$ cat src/rtl/crf_pkg.sv
package crf_pkg;
    localparam int XLEN   = 32;
    localparam int IDX_W  = 4;
    localparam int N_SCR  = 2;

    localparam logic [IDX_W-1:0] IDX_STAT   = 4'd0;
    localparam logic [IDX_W-1:0] IDX_BBSTAT = 4'd1;
    localparam logic [IDX_W-1:0] IDX_COND   = 4'd2;
    localparam logic [IDX_W-1:0] IDX_ISP    = 4'd3;
    localparam logic [IDX_W-1:0] IDX_SCR0   = 4'd4;
    localparam logic [IDX_W-1:0] IDX_USP    = 4'd6;
    localparam logic [IDX_W-1:0] IDX_BPC    = 4'd8;
    localparam logic [IDX_W-1:0] IDX_BBPC   = 4'd9;

    localparam logic [7:0] BKP_MASK = 8'hC1;
    localparam logic [7:0] CUR_MASK = 8'hC0;
    localparam int         SM_BIT   = 7;

    typedef struct packed {
        logic [7:0]                 cur_stat;
        logic [7:0]                 bkp_stat;
        logic [7:0]                 bbk_stat;
        logic                       cond;
        logic [XLEN-1:0]            sp;
        logic [XLEN-1:0]            isp;
        logic [XLEN-1:0]            usp;
        logic [XLEN-1:0]            bpc;
        logic [XLEN-1:0]            bbpc;
        logic [N_SCR-1:0][XLEN-1:0] scr;
    } crf_state_t;
endpackage

$ cat src/rtl/crf_status_pack.sv
module crf_status_pack
    import crf_pkg::*;
(
    input  logic [7:0]      cur_stat,
    input  logic [7:0]      bkp_stat,
    input  logic [7:0]      bbk_stat,
    input  logic            cond,
    output logic [XLEN-1:0] stat_word,
    output logic [XLEN-1:0] bbk_word,
    output logic [XLEN-1:0] cond_word
);
    localparam int PAD_HI = XLEN - 16;

    always_comb begin
        stat_word = {{PAD_HI{1'b0}}, bkp_stat & BKP_MASK,
                     (cur_stat & CUR_MASK) | {7'b0, cond}};
        bbk_word  = {{(XLEN-8){1'b0}}, bbk_stat & BKP_MASK};
        cond_word = {{(XLEN-1){1'b0}}, cond};
    end
endmodule

$ cat src/rtl/crf_sp_bank.sv
module crf_sp_bank
    import crf_pkg::*;
(
    input  logic            sm_q,
    input  logic [XLEN-1:0] sp_q,
    input  logic [XLEN-1:0] isp_q,
    input  logic [XLEN-1:0] usp_q,
    input  logic            stat_wr,
    input  logic            new_sm,
    input  logic            isp_wr,
    input  logic            usp_wr,
    input  logic [XLEN-1:0] wdata,
    input  logic            gpr_we,
    input  logic [XLEN-1:0] gpr_wdata,
    output logic [XLEN-1:0] sp_d,
    output logic [XLEN-1:0] isp_d,
    output logic [XLEN-1:0] usp_d,
    output logic [XLEN-1:0] isp_rd,
    output logic [XLEN-1:0] usp_rd
);
    always_comb begin
        sp_d  = sp_q;
        isp_d = isp_q;
        usp_d = usp_q;
        // lowest priority: general register file port
        if (gpr_we) begin
            sp_d = gpr_wdata;
        end
        // stack-mode flip parks the live value and loads the other bank
        if (stat_wr && (new_sm != sm_q)) begin
            if (sm_q) begin
                usp_d = sp_q;
                sp_d  = isp_q;
            end else begin
                isp_d = sp_q;
                sp_d  = usp_q;
            end
        end
        if (isp_wr) begin
            if (!sm_q) sp_d  = wdata;
            else       isp_d = wdata;
        end
        if (usp_wr) begin
            if (sm_q)  sp_d  = wdata;
            else       usp_d = wdata;
        end
    end

    always_comb begin
        isp_rd = sm_q ? isp_q : sp_q;
        usp_rd = sm_q ? sp_q  : usp_q;
    end
endmodule

$ cat src/rtl/ctrl_reg_bank.sv
module ctrl_reg_bank
    import crf_pkg::*;
#(
    parameter int DATA_W = XLEN,
    parameter int IDX_WIDTH = IDX_W
) (
    input  logic                 clk,
    input  logic                 rst,
    input  logic [IDX_WIDTH-1:0] cr_ridx,
    output logic [DATA_W-1:0]    cr_rdata,
    input  logic                 cr_we,
    input  logic [IDX_WIDTH-1:0] cr_widx,
    input  logic [DATA_W-1:0]    cr_wdata,
    input  logic                 gpr_sp_we,
    input  logic [DATA_W-1:0]    gpr_sp_wdata,
    output logic [DATA_W-1:0]    sp_live
);
    localparam logic [DATA_W-1:0] LSB_CLR = {{(DATA_W-1){1'b1}}, 1'b0};

    crf_state_t state_q, state_d;

    logic            sm_q;
    logic            stat_wr, isp_wr, usp_wr;
    logic [XLEN-1:0] sp_n, isp_n, usp_n, isp_rd, usp_rd;
    logic [XLEN-1:0] stat_word, bbk_word, cond_word;
    logic [N_SCR-1:0] scr_wsel, scr_rsel;
    logic [XLEN-1:0] scr_rdata;

    assign sm_q    = state_q.cur_stat[SM_BIT];
    assign stat_wr = cr_we && (cr_widx == IDX_STAT);
    assign isp_wr  = cr_we && (cr_widx == IDX_ISP);
    assign usp_wr  = cr_we && (cr_widx == IDX_USP);

    crf_status_pack u_pack (
        .cur_stat (state_q.cur_stat),
        .bkp_stat (state_q.bkp_stat),
        .bbk_stat (state_q.bbk_stat),
        .cond     (state_q.cond),
        .stat_word(stat_word),
        .bbk_word (bbk_word),
        .cond_word(cond_word)
    );

    crf_sp_bank u_spbank (
        .sm_q     (sm_q),
        .sp_q     (state_q.sp),
        .isp_q    (state_q.isp),
        .usp_q    (state_q.usp),
        .stat_wr  (stat_wr),
        .new_sm   (cr_wdata[SM_BIT]),
        .isp_wr   (isp_wr),
        .usp_wr   (usp_wr),
        .wdata    (cr_wdata),
        .gpr_we   (gpr_sp_we),
        .gpr_wdata(gpr_sp_wdata),
        .sp_d     (sp_n),
        .isp_d    (isp_n),
        .usp_d    (usp_n),
        .isp_rd   (isp_rd),
        .usp_rd   (usp_rd)
    );

    // scratch decode, one select per slot
    for (genvar g = 0; g < N_SCR; g++) begin : g_scr
        localparam logic [IDX_WIDTH-1:0] MY_IDX = IDX_SCR0 + IDX_WIDTH'(g);
        assign scr_wsel[g] = cr_we && (cr_widx == MY_IDX);
        assign scr_rsel[g] = (cr_ridx == MY_IDX);
    end

    always_comb begin
        scr_rdata = '0;
        for (int k = 0; k < N_SCR; k++) begin
            if (scr_rsel[k]) scr_rdata = state_q.scr[k];
        end
    end

    // next-state process
    always_comb begin
        state_d     = state_q;
        state_d.sp  = sp_n;
        state_d.isp = isp_n;
        state_d.usp = usp_n;
        if (stat_wr) begin
            state_d.bkp_stat = cr_wdata[15:8];
            state_d.cur_stat = cr_wdata[7:0];
            state_d.cond     = cr_wdata[0];
        end
        if (cr_we) begin
            unique case (cr_widx)
                IDX_BBSTAT: state_d.bbk_stat = cr_wdata[7:0];
                IDX_COND:   state_d.cond     = cr_wdata[0];
                IDX_BPC:    state_d.bpc      = cr_wdata;
                IDX_BBPC:   state_d.bbpc     = cr_wdata;
                default:    ;
            endcase
        end
        for (int k = 0; k < N_SCR; k++) begin
            if (scr_wsel[k]) state_d.scr[k] = cr_wdata;
        end
    end

    always_ff @(posedge clk) begin
        if (rst) state_q <= '0;
        else     state_q <= state_d;
    end

    // read mux
    always_comb begin
        unique case (cr_ridx)
            IDX_STAT:   cr_rdata = stat_word;
            IDX_BBSTAT: cr_rdata = bbk_word;
            IDX_COND:   cr_rdata = cond_word;
            IDX_ISP:    cr_rdata = isp_rd;
            IDX_USP:    cr_rdata = usp_rd;
            IDX_BPC:    cr_rdata = state_q.bpc & LSB_CLR;
            IDX_BBPC:   cr_rdata = state_q.bbpc & LSB_CLR;
            default:    cr_rdata = |scr_rsel ? scr_rdata : '0;
        endcase
    end

    assign sp_live = state_q.sp;
endmodule

$ cat config.mk
export PLATFORM = sky130hd
export DESIGN_NAME = ctrl_reg_bank
export DESIGN_NICKNAME = d
export VERILOG_FILES = /design/src/rtl/crf_pkg.sv /design/src/rtl/crf_status_pack.sv /design/src/rtl/crf_sp_bank.sv /design/src/rtl/ctrl_reg_bank.sv
export SDC_FILE = /design/constraint.sdc
export NUM_CORES = 1
export LEC_CHECK = 0
export BUFFER_PORTS_ARGS = -buffer_cell sky130_fd_sc_hd__buf_2
export CORE_UTILIZATION = 61
export CTS_CLUSTER_DIAMETER = 50
export DETAILED_ROUTE_END_ITERATION = 7
export GPL_ROUTABILITY_DRIVEN = 1
export MAX_ROUTING_LAYER = met4
export PLACE_DENSITY = 0.81
export SLEW_MARGIN = 0
export SYNTH_ARGS = -nofsm -noshare
export SYNTH_HDL_FRONTEND = slang
export SYNTH_HIERARCHICAL = 1
export SYNTH_SLANG_ARGS = --single-unit
$ cat constraint.sdc
create_clock -name clk -period 3.3 [get_ports clk]
set_input_delay 0.165 -clock clk [delete_from_list [all_inputs] [get_ports clk]]
set_output_delay 0.165 -clock clk [all_outputs]
set_load 0.1 [all_outputs]
==> results.yml, run 1 <==
run_status:
  status: "finished clean"
drt:
  viasPerCell: 6.434
  wl_per_cell_um: 20.51
  first_pass_iters: 6
  post-route-drc-count: 0
  drtIter0Drc: 2000
  ant_nets: 0
  wl_mm: 48.77
  num_vias: 15300
global_route:
  grt_use_total: 0.3776
  antenna_found_initial: 0
  grt_pass1_wl_mm: 76.45
  grt_pass1_vias: 14400
  globalRoute.totalOverflow: 0
  grt_max_degree: 91
layout:
  areaGrowthSynthToFinish_pct: 10.57
  diodes: 0
  layout-drive-gt1-share: 0.1884
  design.final.nets: 2105
floorplan:
  die_x_um: 160.6
  core_sq_um: 24460
  fp.dieH_um: 160.6
  num_rows: 57
  num_io_pins: 140
  start_util: 0.6273
  die-area_sq_um: 25800
pwr:
  power_w: 0.007858
  peakVddDrop_mv: 0.4075
  powerDensity_nw_per_um2: 463.1
  p_leak_nw: 6.304
worst_setup_path:
  arrival_ns: 2.88
  r2r_end: "state_q[165]"
  r2r_start: "sm_q"
  reg2reg_slack_ns: 0.77
  rr_worst_depth: 6
  crit_type: "reg -> out"
  cp_max_fo: 36
  end_kind: "output port"
  worstPathRequired_ns: 3.13
  start_kind: "register"
clock_tree:
  cts_max_level: 1
  cts_tree: "built"
  clk_latency_ns: 0.56
  ctsResizeCount: 0
  clockRootBuffer: "clkbuf_16"
  numCtsBuffers: 31
  cts_max_path_buffers: 3
  clk_pin_slew_worst_paths_ns: 0.06
  cts.sinks: 231
sta:
  fmax_mhz: 328.4
  min_period_ns: 3.045
  hold_violations: 0
  finClkSkew_ns: 0.009823
  worst_pin_slew_ns: 1.351
  finalCritPeriodShare: 0.9227
  max_slew_margin: 0.09912
  drv_slew: 0
  setup_viol: 0
  rsz0062_at_grt: "false"
  fin_tns_setup_ns: 0
worst_hold_path:
  holdPathEnd: "state_q[224]"
  min_delay_path_depth: 4
  min_path_type: "in -> reg"
  hold_path.startpoint: "cr_widx[0]"
synth:
  ys_warn_count: 6
  syn_area_per_cell_sq_um: 7.639
  syn_area_sq_um: 15350
  syn_inst: 2009
place:
  dp_hpwl_mm: 30.89
  place_congestion: 0.9101
  io_buffers: 139
job:
  max-cap-violations: 0
cells in the final DEF, fill, tap and decap left out, types with 4 or more instances in the layout:
cell type        n
clkbuf_16       32
nor2_1          73
mux2_2         105
nor4b_1         31
dfxtp_1        230
clkbuf_8         6
a22oi_1         49
buf_12           5
mux2i_1         53
nand2b_1         4
inv_1           33
nand2_1        354
a2bb2oi_1       27
o31ai_1         31
clkinvlp_4       6
dlygate4sd3_1   33
a222oi_1         7
a22o_1           8
clkinv_4         5
o21ai_0         49
and3b_1          4
nor2_2           4
conb_1          86
a21o_1           8
a311oi_1        63
buf_2          138
nor2b_1        130
o21a_1          23
a211oi_1        33
o221ai_1        22
buf_4           55
a21oi_1        215
a31oi_1         10
nand3_1          6
nor3_1          31
nor4_1          32
cell type report:
class                   instances  area, sq um
multi-input cells            1497         9175
fillers                      1996         7493
flip-flops and latches        231         4628
repair buffers                232         1545
clock buffers                  40        890.9
well taps                     324        405.4
clock inverters                18        183.9
inverters                      36        140.1
flip-flops by register name, indices dropped and copies added, names as in the netlist:
register and count:
sp_live 32, state_q 198, sm_q 1
layer usage:
layer | GRT usage | part of all wire
met5 | - | 0
met4 | 0.2701 | 0.079
met3 | 0.04210 | 0.080
met2 | 0.5919 | 0.46
met1 | 0.4518 | 0.38
power by group:
| group | internal, W | switching, W |
|---|---|---|
| Combinational | 0.000413 | 0.00106 |
| Clock | 0.00208 | 0.00138 |
| Sequential | 0.00285 | 0.0000779 |
| Total | 0.00534 | 0.00251 |
worst max-delay path, cell delays in order, from the launching register on:
cell	delay, ns
dfxtp_4	0.66
buf_4	0.41
nand2_1	0.10
o21ai_0	0.15
a22oi_1	0.17
o221ai_1	0.22
o21a_1	0.15
buf_2	0.42
what timing repair did:
action / in CTS / in global routing
setup buffers: 0 / 1
hold buffers: 33 / 0
setup endpoints to repair: 0 / 7
hold endpoints to repair: 130 / 0
worst max-delay path by stage:
stage	from	to	depth (start not counted)
after floorplan	sm_q	cr_rdata[12]	9
after global placement	cr_ridx[0]	cr_rdata[8]	7
after detailed placement	cr_ridx[0]	cr_rdata[8]	7
after CTS	sm_q	cr_rdata[2]	7
after global routing	sm_q	cr_rdata[4]	6
final	sm_q	cr_rdata[2]	7
per-stage QoR:
stage          setup slack [ns]  cell area [sq um]  cells    util  hold WS, ns
4_1_cts                 0.03318              16950   2377  0.6929      0.04257
5_1_grt                  0.1349              16970   2378  0.6937      0.09031
3_5_place_dp             0.6148              15540   2286  0.6354       0.4462
2_1_floorplan            0.1158              15680   2094       -       0.3010
3_3_place_gp             0.6937              15540   2286  0.6354       0.4392
6_report                 0.2550              16970   2378  0.6937      0.05892
Power figures use the tool's default switching activity.
==> inputs of run 2 (changes only) <==
- REMOVE_ABC_BUFFERS: unset -> 1
==> results.yml, run 2 (synthesized netlist as in run 1, its figures left out) <==
run_status:
  status: "finished clean"
clock_tree:
  clk_pin_slew_worst_paths_ns: 0.06
  cts_tree: "built"
  cts.sinks: 231
  ctsResizeCount: 0
  cts_max_level: 1
  clockRootBuffer: "clkbuf_16"
  numCtsBuffers: 30
  clk_latency_ns: 0.55
  cts_max_path_buffers: 3
pwr:
  powerDensity_nw_per_um2: 460.3
  power_w: 0.007859
  peakVddDrop_mv: 0.4323
  p_leak_nw: 6.372
place:
  place_congestion: 0.8874
  io_buffers: 139
  place_inst: 2297
  placed_cell_area_sq_um: 15690
  dp_hpwl_mm: 29.12
sta:
  finClkSkew_ns: 0.008996
  fmax_mhz: 316.0
  min_period_ns: 3.165
  drv_slew: 0
  worst_pin_slew_ns: 1.216
  finalCritPeriodShare: 0.9590
  fin_worst_hold_slack_ns: 0.06119
  setup_viol: 0
  hold_violations: 0
  max_slew_margin: 0.1885
  rsz0062_at_grt: "false"
layout:
  largest_register: "state_q"
  final_core_util: 0.6979
  largest_reg_flops: 198
  layout_commonest_cell: "nand2_1"
  fillCellCount: 1900
  design.final.nets: 2114
  stdcell_area_sq_um: 17070
  layout-drive-gt1-share: 0.1917
  diodes: 0
  areaGrowthSynthToFinish_pct: 11.25
  final_cells: 2384
  final_cell_mix: "354 x nand2_1, 230 x dfxtp_1, 215 x a21oi_1"
drt:
  drtIter0Drc: 1818
  wl_per_cell_um: 20.30
  viasPerCell: 6.361
  first_pass_iters: 6
  ant_nets: 0
  post-route-drc-count: 0
  wl_mm: 48.41
  num_vias: 15170
global_route:
  grt_use_total: 0.3710
  grt_max_degree: 105
  grt_pass1_wl_mm: 75.54
  globalRoute.totalOverflow: 0
  antenna_found_initial: 0
  grt_pass1_vias: 14310
worst_setup_path:
  slowest_stage: "dfxtp_4"
  start_kind: "register"
  arrival_ns: 3.00
  worst-path-buf-inv: 2
  crit_type: "reg -> out"
  cp_max_fo: 44
  worstPathRequired_ns: 3.13
  cpPeakStageDelay_ns: 0.76
  cp_cell_sequence: "buf_4 -> mux2_2 -> mux2i_1 -> a21oi_1 -> o21a_1 -> buf_2"
  end_kind: "output port"
  cp_top_family: "buffers and inverters"
floorplan:
  die_x_um: 160.6
  num_rows: 57
  die-area_sq_um: 25800
  core_sq_um: 24460
  num_io_pins: 140
  fp.dieH_um: 160.6
  start_util: 0.6273
job:
  max-cap-violations: 0
worst_hold_path:
  min_path_type: "in -> reg"
run 2: cell count changes in the layout (fill, tap and decap cells not counted), sizes merged:
| cell | before | now |
|---|---|---|
| buf | 199 | 209 |
| clkbuf | 40 | 36 |
| bufinv | 2 | 4 |
| inv | 38 | 36 |
| clkinv | 8 | 9 |
| clkinvlp | 6 | 5 |
run 2: final cells by class:
class                      instances  area (sq um)  share of cell area
clock buffer                      36         834.6             0.04888
multi-input combinational       1497          9183              0.5379
clock inverter                    18         221.5             0.01297
tap                              324         405.4             0.02375
timing repair buffer             242          1660             0.09725
sequential                       231          4628              0.2711
inverter                          36         140.1            0.008208
run 2: repair_timing:
item,CTS,global route
buffers inserted,0,0
hold buffers,33,0
hold endpoints to repair,130,0
run 2: layer usage:
layer / GRT usage / up-vias / part of all wire
met5: - / - / 0
met4: 0.1485 / 0 / 0.034
met3: 0.05139 / 154 / 0.098
met2: 0.6017 / 912 / 0.47
met1: 0.4647 / 7125 / 0.40
li1: - / 6974 / -
run 2: per-stage QoR:
stage               worst slack [ns]  TNS (ns)
CTS                           0.1901         0
detailed placement            0.5008         0
floorplan                     -6.122   -666.65
finish                        0.1353         0
global placement              0.5774         0
global route                 0.02069         0
run 2: report_power, final:
group	leakage [nW]	total, W	internal [W]	switching (W)
Clock	0.506	0.00346	0.00212	0.00134
Combinational	3.99	0.00147	0.000423	0.00105
Sequential	1.87	0.00293	0.00285	0.0000751
Total	6.37	0.00786	0.00539	0.00247
run 2: final timing paths:
kind | startpoint | to | slack, ns | cells after the start
hold reg to reg | state_q[90] | state_q[90] | 0.45 | 2
hold / removal | cr_widx[0] | state_q[224] | 0.06 | 4
setup reg to reg | sm_q | sp_live[12] | 0.71 | 7
setup / recovery | sm_q | cr_rdata[28] | 0.14 | 6
run 2: worst register-to-register path, cell delays in order (launching register included):
cell and delay, ns:
dfxtp_4 0.76, buf_4 0.33, xor2_4 0.09, buf_4 0.25
nand2_2 0.11, buf_4 0.53, a311oi_1 0.20, nor2b_1 0.18
==> inputs of run 3 (changes only) <==
--- a/config.mk
+++ b/config.mk
@@ -6,8 +6,9 @@
 export NUM_CORES = 1
 export LEC_CHECK = 0
-export BUFFER_PORTS_ARGS = -buffer_cell sky130_fd_sc_hd__buf_2
-export CORE_UTILIZATION = 61
+export CORE_ASPECT_RATIO = 1.1
+export CORE_UTILIZATION = 65
 export CTS_CLUSTER_DIAMETER = 50
 export DETAILED_ROUTE_END_ITERATION = 7
+export DONT_BUFFER_PORTS = 1
 export GPL_ROUTABILITY_DRIVEN = 1
 export MAX_ROUTING_LAYER = met4
==> constraint.sdc (replaced) <==
create_clock -name clk -period 3.3 [get_ports clk]
set_input_delay 0.165 -clock clk [delete_from_list [all_inputs] [get_ports clk]]
set_output_delay 0.165 -clock clk [all_outputs]
set_load 0.05 [all_outputs]
==> results.yml, run 3 (synthesized netlist as in run 1, its figures left out) <==
floorplan:
  core_sq_um: 23000
  die-area_sq_um: 24230
  num_rows: 58
  num_io_pins: 140
  start_util: 0.6671
  die_x_um: 148.5
  fp.dieH_um: 163.2
drt:
  drtIter0Drc: 1979
  num_vias: 15300
  ant_nets: 0
  viasPerCell: 6.700
  post-route-drc-count: 0
  first_pass_iters: 6
  wl_mm: 50.56
  wl_per_cell_um: 22.14
worst_setup_path:
  start_kind: "primary input"
  worstPathRequired_ns: 3.73
  cp_top_family: "buffers and inverters"
  slowest_stage: "dlygate4sd3_1"
  arrival_ns: 3.59
  worst-path-buf-inv: 5
  crit_type: "in -> reg"
  end_kind: "register"
  cp_max_fo: 50
  cpMostUsedCell: "dlygate4sd3_1"
  cpPeakStageDelay_ns: 0.56
  cp_cell_sequence: "dlygate4sd3_1 -> or3b_1 -> or3_1 -> clkinv_4 -> inv_4 -> buf_4 -> nor4_1 -> a311oi_1 -> nor2b_1 -> dlygate4sd3_1"
layout:
  diodes: 0
  layout_commonest_cell: "nand2_1"
  multi_input_area_sq_um: 9196
  layout-drive-gt1-share: 0.1235
  fillCellCount: 1691
  stdcell_area_sq_um: 16930
  largest_reg_flops: 198
  register_area_sq_um: 4628
  design.final.nets: 2037
  largest_register: "state_q"
  final_cell_mix: "354 x nand2_1, 230 x dfxtp_1, 215 x a21oi_1"
  areaGrowthSynthToFinish_pct: 10.31
pwr:
  p_leak_nw: 6.131
  peakVddDrop_mv: 0.4111
  powerDensity_nw_per_um2: 434.0
clock_tree:
  clk_pin_slew_worst_paths_ns: 0.06
  cts_max_path_buffers: 3
  post_cts_buffers: 0
  clockRootBuffer: "clkbuf_16"
  numCtsBuffers: 29
  clk_latency_ns: 0.55
  cts_max_level: 1
  cts_tree: "built"
  cts.sinks: 231
sta:
  finClkSkew_ns: 0.02255
  rsz0062_at_grt: "false"
  hold_violations: 0
  timing.final.ws_setup_ns: 0.1372
  fin_tns_setup_ns: 0
  max_slew_margin: 0.3466
  fmax_mhz: 316.2
  finalCritPeriodShare: 0.9584
  setup_viol: 0
  min_period_ns: 3.163
  worst_pin_slew_ns: 0.9802
  drv_slew: 0
global_route:
  grt_pass1_wl_mm: 77.51
  grt_pass1_vias: 14810
  antenna_found_initial: 0
  grt_max_degree: 179
  globalRoute.totalOverflow: 0
  grt_use_total: 0.4138
run_status:
  status: "finished clean"
worst_hold_path:
  min_path_type: "in -> reg"
place:
  placed_cell_area_sq_um: 14810
  dp_worst_setup_slack_ns: 0.5546
  place_congestion: 0.8696
  dp_hpwl_mm: 26.47
  io_buffers: 0
job:
  max-cap-violations: 0
[run 3: cell count changes in the layout (fill, tap and decap cells not counted), moves of 2 or more]
cell,change
dlygate4sd3_1,+74
inv_6,+4
clkinvlp_4,-3
clkbuf_1,+3
buf_12,-5
clkbuf_16,-2
buf_4,-10
buf_2,-137
[run 3: per-layer routing]
| metal | vias to the layer above | GRT usage | wire length, um |
|---|---|---|---|
| met5 | - | - | 0 |
| met4 | 0 | 0.2085 | 2127 |
| met3 | 208 | 0.07123 | 5783 |
| met2 | 1074 | 0.6748 | 23640 |
| met1 | 7169 | 0.4899 | 19010 |
| li1 | 6852 | - | - |
[run 3: worst min-delay path: cells and delay by family]
family	cells	cell delay, ns
simple gates	2	0.17
compound gates	1	0.18
[run 3: cell type report]
| class | instances | area share |
|---|---|---|
| Clock buffer | 36 | 0.04619 |
| Multi-Input combinational cell | 1497 | 0.5432 |
| Tap cell | 300 | 0.02217 |
| Inverter | 36 | 0.008426 |
| Sequential cell | 231 | 0.2734 |
| Timing Repair Buffer | 166 | 0.09327 |
| Clock inverter | 18 | 0.01330 |
[run 3: where the power goes]
| part | total (W) | leakage (nW) | internal [W] | switching (W) |
|---|---|---|---|---|
| registers | 0.00301 | 1.87 | 0.00285 | 0.000152 |
| logic | 0.00100 | 3.77 | 0.000387 | 0.000616 |
| clock network | 0.00334 | 0.491 | 0.00201 | 0.00133 |
| total | 0.00735 | 6.13 | 0.00525 | 0.00209 |
[run 3: stage by stage]
stage	total power, W	hold slack, ns	cells	util
final	0.007347	0.006398	2284	0.7359
after global routing	0.007534	0.02427	2284	0.7359
after CTS	0.007307	0.0003980	2284	0.7355
after detailed placement	0.003883	0.2750	2122	0.6439
after global placement	0.003865	0.2771	2122	0.6439
after floorplan	0.003672	0.2274	1764	-
[run 3: final timing paths]
| kind | cells past startpoint | start | to | slack, ns |
|---|---|---|---|---|
| worst min register to register | 2 | state_q[3] | state_q[3] | 0.45 |
| worst max register to register | 5 | sm_q | sp_live[26] | 0.43 |
| worst max-delay path | 10 | cr_widx[2] | sp_live[10] | 0.14 |
| worst min-delay path | 3 | cr_wdata[7] | state_q[144] | 0.006 |
[run 3: what timing repair did]
action                                  CTS  global route
resized for setup                         0             4
endpoints found under the hold margin   231             0
endpoints found under the setup margin    0            14
hold buffers                            108             0
